==> config.mk <==
export PLATFORM = sky130hd
export DESIGN_NAME = llsc_monitor
export DESIGN_NICKNAME = d
export VERILOG_FILES = /design/src/rtl/llsc_pkg.sv /design/src/rtl/llsc_resv_bank.sv /design/src/rtl/llsc_fail_counter.sv /design/src/rtl/llsc_monitor.sv
export SDC_FILE = /design/constraint.sdc
export NUM_CORES = 1
export LEC_CHECK = 0
export BUFFER_PORTS_ARGS = -buffer_cell sky130_fd_sc_hd__buf_2
export CAP_MARGIN = 20
export CORE_MARGIN = 1.5
export CORE_UTILIZATION = 59
export CTS_CLUSTER_SIZE = 12
export DETAILED_ROUTE_END_ITERATION = 6
export HOLD_SLACK_MARGIN = 0.15
export PLACE_DENSITY = 0.76
export SLEW_MARGIN = 0
export SYNTH_ARGS = -nofsm -noshare
export SYNTH_HDL_FRONTEND = slang
export SYNTH_SLANG_ARGS = --single-unit
==> constraint.sdc <==
create_clock -name clk -period 3.7 [get_ports clk]
set_input_delay 0.37 -clock clk [delete_from_list [all_inputs] [get_ports clk]]
set_output_delay 0.37 -clock clk [all_outputs]
set_load 0.005 [all_outputs]
==> src/rtl/llsc_pkg.sv <==
package llsc_pkg;
  typedef enum logic [1:0] {
    RC_FAIL   = 2'd0,
    RC_PASS   = 2'd1,
    RC_BYPASS = 2'd2
  } rcode_e;

  typedef enum logic [1:0] {
    CZ_NONE     = 2'd0,
    CZ_NOFLAG   = 2'd1,
    CZ_MISMATCH = 2'd2
  } cause_e;
endpackage

==> src/rtl/llsc_resv_bank.sv <==
module llsc_resv_bank #(
  parameter int THREADS = 4,
  parameter int TID_W   = 2,
  parameter int TAG_W   = 28
) (
  input  logic             clk,
  input  logic             rst,
  input  logic             ll_we,
  input  logic             clr_we,
  input  logic [TID_W-1:0] wr_tid,
  input  logic [TAG_W-1:0] wr_tag,
  input  logic [TID_W-1:0] rd_tid,
  output logic             rd_flag,
  output logic [TAG_W-1:0] rd_tag
);
  // Granule tags: no reset, one write port, so the store maps to RAM.
  logic [TAG_W-1:0] tag_mem [THREADS];
  logic [THREADS-1:0] flag_q;

  always_ff @(posedge clk) begin
    if (ll_we) tag_mem[wr_tid] <= wr_tag;
  end

  assign rd_tag  = tag_mem[rd_tid];
  assign rd_flag = flag_q[rd_tid];

  for (genvar t = 0; t < THREADS; t++) begin : g_flag
    always_ff @(posedge clk) begin
      if (rst)                                  flag_q[t] <= 1'b0;
      else if (ll_we  && wr_tid == TID_W'(t))   flag_q[t] <= 1'b1;
      else if (clr_we && wr_tid == TID_W'(t))   flag_q[t] <= 1'b0;
    end

    assert_set_flag_R1: assert property (@(posedge clk) disable iff (rst)
      (ll_we && wr_tid == TID_W'(t)) |=> flag_q[t]);
    assert_other_thread_R2: assert property (@(posedge clk) disable iff (rst)
      ((ll_we || clr_we) && wr_tid != TID_W'(t)) |=> $stable(flag_q[t]));
    assert_clear_flag_R4: assert property (@(posedge clk) disable iff (rst)
      (clr_we && !ll_we && wr_tid == TID_W'(t)) |=> !flag_q[t]);
  end
endmodule

==> src/rtl/llsc_fail_counter.sv <==
module llsc_fail_counter #(
  parameter int CNT_W       = 13,
  parameter int WARN_EVERY  = 10,
  parameter int FATAL_COUNT = 5000
) (
  input  logic             clk,
  input  logic             rst,
  input  logic             fail_evt,
  input  logic             pass_evt,
  output logic [CNT_W-1:0] count,
  output logic             warn,
  output logic             fatal
);
  localparam int PH_W = (WARN_EVERY > 1) ? $clog2(WARN_EVERY) : 1;
  localparam logic [CNT_W-1:0] CNT_MAX = CNT_W'(FATAL_COUNT);
  localparam logic [PH_W-1:0]  PH_LAST = PH_W'(WARN_EVERY - 1);

  logic [PH_W-1:0] phase;
  logic            can_inc;

  assign can_inc = fail_evt && (count != CNT_MAX);

  always_ff @(posedge clk) begin
    if (rst) begin
      count <= '0;
      phase <= '0;
      warn  <= 1'b0;
      fatal <= 1'b0;
    end else begin
      warn <= 1'b0;
      if (pass_evt) begin
        count <= '0;
        phase <= '0;
      end else if (can_inc) begin
        count <= count + 1'b1;
        phase <= (phase == PH_LAST) ? '0 : phase + 1'b1;
        warn  <= (phase == PH_LAST);
        if (count == CNT_MAX - 1'b1) fatal <= 1'b1;
      end
    end
  end

  assert_count_inc_R7: assert property (@(posedge clk) disable iff (rst)
    (fail_evt && !pass_evt && count != CNT_MAX) |=> count == $past(count) + 1'b1);
  assert_count_clr_R7: assert property (@(posedge clk) disable iff (rst)
    pass_evt |=> count == '0);
  assert_warn_multiple_R8: assert property (@(posedge clk) disable iff (rst)
    warn |-> (count != '0 && (count % CNT_W'(WARN_EVERY)) == '0));
  assert_fatal_sticky_R9: assert property (@(posedge clk) disable iff (rst)
    fatal |=> fatal);
  assert_fatal_at_max_R9: assert property (@(posedge clk) disable iff (rst)
    $rose(fatal) |-> count == CNT_MAX);
endmodule

==> src/rtl/llsc_monitor.sv <==
module llsc_monitor
  import llsc_pkg::*;
#(
  parameter int THREADS     = 4,
  parameter int ADDR_W      = 32,
  parameter int GRAN_BITS   = 4,
  parameter int WARN_EVERY  = 10,
  parameter int FATAL_COUNT = 5000,
  localparam int TID_W      = (THREADS > 1) ? $clog2(THREADS) : 1,
  localparam int CNT_W      = $clog2(FATAL_COUNT + 1)
) (
  input  logic              clk,
  input  logic              rst,
  input  logic              req_valid,
  input  logic              req_is_sc,
  input  logic [TID_W-1:0]  req_tid,
  input  logic [ADDR_W-1:0] req_addr,
  input  logic              req_uncached,
  output logic              rsp_valid,
  output logic              rsp_forward,
  output logic [1:0]        rsp_code,
  output logic [1:0]        rsp_cause,
  output logic [CNT_W-1:0]  fail_count,
  output logic              fail_warn,
  output logic              livelock_err
);
  localparam int TAG_W = ADDR_W - GRAN_BITS;

  logic [TAG_W-1:0] req_tag, rd_tag;
  logic rd_flag, ll_we, sc_cached, sc_bypass, hit, pass_evt, fail_evt;

  assign req_tag   = req_addr[ADDR_W-1:GRAN_BITS];
  assign ll_we     = req_valid && !req_is_sc;
  assign sc_cached = req_valid &&  req_is_sc && !req_uncached;
  assign sc_bypass = req_valid &&  req_is_sc &&  req_uncached;
  assign hit       = rd_flag && (rd_tag == req_tag);
  assign pass_evt  = sc_cached &&  hit;
  assign fail_evt  = sc_cached && !hit;

  llsc_resv_bank #(.THREADS(THREADS), .TID_W(TID_W), .TAG_W(TAG_W)) u_bank (
    .clk(clk), .rst(rst), .ll_we(ll_we), .clr_we(sc_cached),
    .wr_tid(req_tid), .wr_tag(req_tag), .rd_tid(req_tid),
    .rd_flag(rd_flag), .rd_tag(rd_tag)
  );

  llsc_fail_counter #(.CNT_W(CNT_W), .WARN_EVERY(WARN_EVERY),
                      .FATAL_COUNT(FATAL_COUNT)) u_cnt (
    .clk(clk), .rst(rst), .fail_evt(fail_evt), .pass_evt(pass_evt),
    .count(fail_count), .warn(fail_warn), .fatal(livelock_err)
  );

  always_ff @(posedge clk) begin
    if (rst) begin
      rsp_valid   <= 1'b0;
      rsp_forward <= 1'b0;
      rsp_code    <= RC_FAIL;
      rsp_cause   <= CZ_NONE;
    end else begin
      rsp_valid   <= req_valid;
      rsp_forward <= ll_we || sc_bypass || pass_evt;
      rsp_code    <= sc_bypass ? RC_BYPASS : (pass_evt ? RC_PASS : RC_FAIL);
      if (fail_evt) rsp_cause <= rd_flag ? CZ_MISMATCH : CZ_NOFLAG;
      else          rsp_cause <= CZ_NONE;
    end
  end

  assert_bypass_R6: assert property (@(posedge clk) disable iff (rst)
    sc_bypass |=> (rsp_forward && rsp_code == RC_BYPASS && rsp_cause == CZ_NONE));
  assert_noflag_first_R5: assert property (@(posedge clk) disable iff (rst)
    (sc_cached && !rd_flag) |=> (rsp_cause == CZ_NOFLAG && !rsp_forward));
  assert_pass_R3: assert property (@(posedge clk) disable iff (rst)
    pass_evt |=> (rsp_forward && rsp_code == RC_PASS && fail_count == '0));
  assert_idle_R11: assert property (@(posedge clk) disable iff (rst)
    !req_valid |=> (!rsp_valid && !rsp_forward));
endmodule

Yosys cells after proc, flatten, opt, wreduce, memory -nomap -nowiden
Memory sizes are Yosys's and may differ from the RTL's.
Index checks and enable logic that the tools add are counted.

operators by class
  add/sub/neg operators = 2
  $mul = 0
  div/mod/pow operators = 0
  magnitude comparators = 1
  equal/unequal tests = 7
  shift operators = 0
  multiplexer cells = 16
  bitwise operators = 3
  reduce and logical (&&, ||, !) cells = 31

operator list
  kind                                                                           count
  28-bit equality test                                                           1
  1-bit logical AND                                                              16
  13-bit by 1-bit adder with 13-bit output (second input constant)               1
  13-bit equality test (second input constant)                                   1
  13-bit inequality test (second input constant)                                 1
  1-bit two-way mux                                                              12
  2-bit nonzero test                                                             4
  2-bit OR reduction                                                             3
  4-bit by 1-bit adder with 4-bit output (second input constant)                 1
  2-bit equality test (second input constant)                                    2
  4-bit equality test (second input constant)                                    1
  2-bit two-way mux                                                              2
  4-bit two-way mux                                                              1
  1-bit zero test                                                                3
  2-bit by 3-bit less-than comparator with 1-bit output (second input constant)  1
  1-bit inverter                                                                 3
  3-bit AND reduction                                                            1
  3-bit OR reduction                                                             1
  1-bit binary-select mux with 2-bit select                                      1
  2-bit by 1-bit equality test with 1-bit output (second input constant)         1
  2-bit zero test                                                                1
  1-bit logical OR                                                               2

word-level totals
  bits in registers = 29
  bits in latches = 0
  bits in writable memories = 112
  ROM bits = 0
  bits of input ports = 39
  output and inout bits = 21
  logic and storage cells = 74
  memories = 1

memories
  memory          depth  bits a word  rd ports  clocked after Yosys merged registers in  wr ports  RTL line              text
  u_bank.tag_mem  4      28           1         0                                        1         llsc_resv_bank.sv:17  logic [TAG_W-1:0] tag_mem [THREADS];

Depth between registers and ports, before layout
  depth after elaboration = 8
  depth in mapped cells = 12
  gate-level depth less buffers = 8

By module
Synthesis repeated with hierarchy kept, for this count alone.

second synthesis, totals
  cell total of the unflattened synthesis = 344
  area total of the unflattened synthesis = 5771.8 µm²

by module, submodules not included
  module             instances  cells an instance  area an instance (µm²)  seq. area each (µm²)
  llsc_resv_bank     1          170                4279.1                  3443.3
  llsc_fail_counter  1          117                987.2                   380.4
  llsc_monitor       1          57                 505.5                   120.1

Least setup slack after synthesis
OpenSTA, ideal clock, no wires.

  path kind = input to register
  from = input port req_tid[0]
  to = memory u_bank.tag_mem[0][0], enable pin
  setup time = 0.451 ns
  data arrival time = 2.958 ns
  data required time = 3.249 ns
  slack = 0.291 ns
  cell stages on the path = 5
  path buffers = 4
  cell sequence = buf_6 > buf_12 > buf_8 > buf_2 > nor3_1

RTL lines
  what             RTL line              text
  start, declared  llsc_monitor.sv:16    input logic [TID_W-1:0] req_tid,
  end, declared    llsc_resv_bank.sv:17

No word-level cell before the write port.

Final worst setup path
  from = input port req_tid[0]
  to = register u_cnt.warn

on the way
  cells in the longest elaborated chain, start to end = 8
  elaborated cells between the ends (all ways) = 11
  classes of those cells = eq/ne (1); mux (2); bitwise (1); reduce/logical (6); memory (1)

RTL lines
  what                                                                                   RTL line                                  text
  memory 4 x 28 bit / 1-bit binary-select mux with 2-bit select (equally long branches)  -
  28-bit equality test / 1-bit two-way mux (equally long branches)                       llsc_monitor.sv:36, llsc_resv_bank.sv:25
  1-bit logical AND *                                                                    llsc_monitor.sv:36                        assign hit = rd_flag && (rd_tag == req_tag);
  1-bit zero test                                                                        llsc_monitor.sv:38                        assign fail_evt = sc_cached && !hit;
  1-bit logical AND                                                                      llsc_monitor.sv:38
  1-bit logical AND                                                                      llsc_fail_counter.sv:21                   assign can_inc = fail_evt && (count != CNT_MAX);
  1-bit inverter (no source line)                                                        -
  3-bit OR reduction (no source line) *                                                  -
  end signal, assigned                                                                   llsc_fail_counter.sv:37                   warn <= (phase == PH_LAST);
  end, declared                                                                          llsc_fail_counter.sv:11                   output logic warn,

Mark *: on every way between the ends. The rest lies on a longest branch, timed or not. The select of a mux whose other input is x is not followed.
A chain may end at the register's enable or synchronous reset.

==> flow_summary.ini <==
[outcome]
outcome = finished clean

[global_route]
met3_usage_pct = 5.999
antenna_found_initial = 0
busiest_layer = met2
gr-usage-met2_pct = 41.98
grt_pass1_wl_um = 20710
grt_pass1_vias = 4142
met1_usage_pct = 31.70
grt_max_degree = 30
gr-total-overflow = 0
grt_usage_pct = 24.92

[sta]
min_period_ns = 2.785
setup_viol = 0
finalCritPeriodShare_pct = 75.28
final.setup.worst_slack_ns = 0.9147
fin_tns_setup_ns = 0
worstMarginPinSlew_ns = 0.7810
drv_slew = 0
fmax_mhz = 359.0
rsz0062_at_grt = no
relSlewSlack_pct = 47.88
hold_viol = 0
whs_ns = 0.1974
fin_skew_ns = 0.009196

[logic_synthesis]
synth_flop_cell = edfxtp_1
synth_edf_count = 112
syn_inst = 417
synth_warnings = 0
syn_nets = 458
syn_area_sq_mm = 0.006216
yosysSeqAreaShare_pct = 63.45
async_reset_ff_share_pct = 0
avgSynthCellArea_sq_um = 14.91
ys_types = 55
ys_ff_latch = 141

[setup_path]
required_ns = 4.10
endpoint_kind = flip-flop
crit_path_start_kind = primary input
worstPathArrival_ns = 3.18
path_class = primary input to flip-flop
worstPathMaxFanout = 24
critPathBufInv = 1
slowest_delay_ns = 0.65
crit_chain = buf_2, mux4_1, xnor2_1, nand2_1, nor3_1, nand4_2, o21bai_4, nor4b_1
r2r_setup_slack_ns = 1.12
crit_path_top_delay_cell = mux4_1
critPathTopFamily = simple AND/OR/NAND/NOR gates

[layout]
area_growth_pct = 22.18
drive_above_1_share_pct = 21.54
layout.nets = 562
diodes = 0

[clock_tree]
numClockSinks = 141
worstSkewPairLatency_ns = 0.53
cts_resized = 0
htree_levels = 4
cts_root_buf = clkbuf_8
cts-buffers-inserted = 17
clk_pin_slew_ns = 0.06
cts.path.max_buffers = 2
tritoncts = yes

[floorplanning]
die_w_um = 105.6
die-area_sq_mm = 0.01116
core_sq_mm = 0.01028
start_util_pct = 60.48
rows = 37
die_h_um = 105.6
io_pins = 60

[placement]
dp_hpwl_um = 8147
gp_congestion = 0.8025
dp_slack_ns = 0.3756
io_buffers = 55

[drt]
via_per_inst = 6.042
vias = 4048
first_pass_iters = 4
drc = 0
wl_per_cell_um = 19.77
routed_wl_um = 13250
antenna_left = 0
drt-initial-drc-count = 316

[power]
power_density_mw_per_mm2 = 492.8
vdd_drop_max_v = 0.0003756
leakage_nw = 2.767

[flow_run]
max_cap_viol_count = 0

[worst_hold_path]
hold_path.class = primary input to flip-flop
## layer usage
metal	wire length, um	share of wire, %
met2	6875	52
met4	138	1.0
met1	5504	42
met3	731	5.5
met5	0	0
## registers in the layout, indices dropped and copies added (netlist names), 2 cells and up
name	count
rsp_cause	2
rsp_code	2
u_bank.flag_q	4
u_bank.tag_mem	112
u_cnt.count	13
u_cnt.phase	4
## path summary, 6_finish.rpt
check / start / end / cells past startpoint
worst min register to register: u_cnt.fatal$_SDFFE_PP0P_ / u_cnt.fatal$_SDFFE_PP0P_ / 2
worst max-delay path: req_tid[0] / u_cnt.warn$_SDFF_PP0_ / 8
worst min-delay path: rst / u_bank.flag_q[1]$_SDFFE_PP0P_ / 2
worst max register to register: u_bank.tag_mem[1][19]$_DFFE_PP_ / u_cnt.warn$_SDFF_PP0_ / 7
## stage by stage
| step | util, % | cell area (sq um) | power (mW) | instances |
|---|---|---|---|---|
| global placement | 64.96 | 6676 | 2.031 | 607 |
| global route | 73.90 | 7595 | 3.839 | 670 |
| finish | 73.90 | 7595 | 3.743 | 670 |
| floorplan | - | 6216 | 1.954 | 417 |
| CTS | 73.90 | 7595 | 3.759 | 670 |
| detailed placement | 64.96 | 6676 | 2.041 | 607 |
## cell families after synthesis
kind of cell / count (synthesis) / synth area share (%)
buffers and inverters: 28 / 2.717
DFF: 141 / 63.45
adders and majority gates: 2 / 0.4025
muxes: 45 / 13.26
AOI/OAI and AO/OA: 63 / 6.663
xor gates and xnor gates: 18 / 2.536
and+or+nand+nor: 120 / 10.97
## synth_stat cells, drive strengths merged, types with 2 or more instances
master  count  area, sq um
edfxtp    112         3363
dfxtp      29        580.6
mux4       23        600.6
nand2      23        86.33
a21oi      19        98.85
mux2i      19        190.2
nor2       18        67.56
o21ai      18        90.09
xnor2      18        157.7
nand4      16        106.4
buf        13        112.6
nand3      12        60.06
inv        11        41.29
or3        11        68.82
nor2b       8        50.05
nor4        5        52.55
and3        4        25.02
and4        4        35.03
clkbuf      4        15.01
nand2b      4        25.02
nor3        4        20.02
a221oi      3        26.28
and2        3        18.77
mux2        3        33.78
nand3b      3        22.52
nor4b       3        26.28
a22oi       2        15.01
a41oi       2        17.52
ha          2        25.02
o211ai      2        15.01
o21a        2        15.01
o22ai       2        12.51
o31ai       2        15.01
## final cells by class
cell class | count | area [sq um]
clock inverter | 8 | 71.32
tap | 136 | 170.2
sequential | 141 | 3944
clock buffer | 24 | 536.8
inverter | 11 | 41.29
fill | 654 | 2683
multi-input combinational | 248 | 2113
timing repair buffer | 102 | 718.2
## timing repair
action | 4_1_cts | 5_1_grt
hold buffers | 31 | 0
buffers inserted | 0 | 0
endpoints found under the hold margin | 115 | 0
endpoints found under the setup margin | 0 | 0
## placed cells by master, fill, tap and decap left out, types with 8 or more instances in the layout
cell type      netlist  final
dfxtp_1             29     29
mux4_1              22     22
or3_1               11     11
nor2_1              18     16
inv_1               11     11
nand4_1             15     15
buf_2                5     55
dlygate4sd3_1        0     31
clkbuf_16            0     20
nand3_1             12     12
o21ai_0             18     18
a21oi_1             18     18
mux2i_1             19     19
nand2_1             23     23
xnor2_1             18     18
nor2b_1              8      8
edfxtp_1           112    112
buf_4                4     15
## power breakdown
group,internal [mW],switching (mW),total [mW]
clock network,1.07,0.633,1.70
logic,0.122,0.146,0.268
registers,1.76,0.0139,1.77
(Power assumes the default switching activity.)
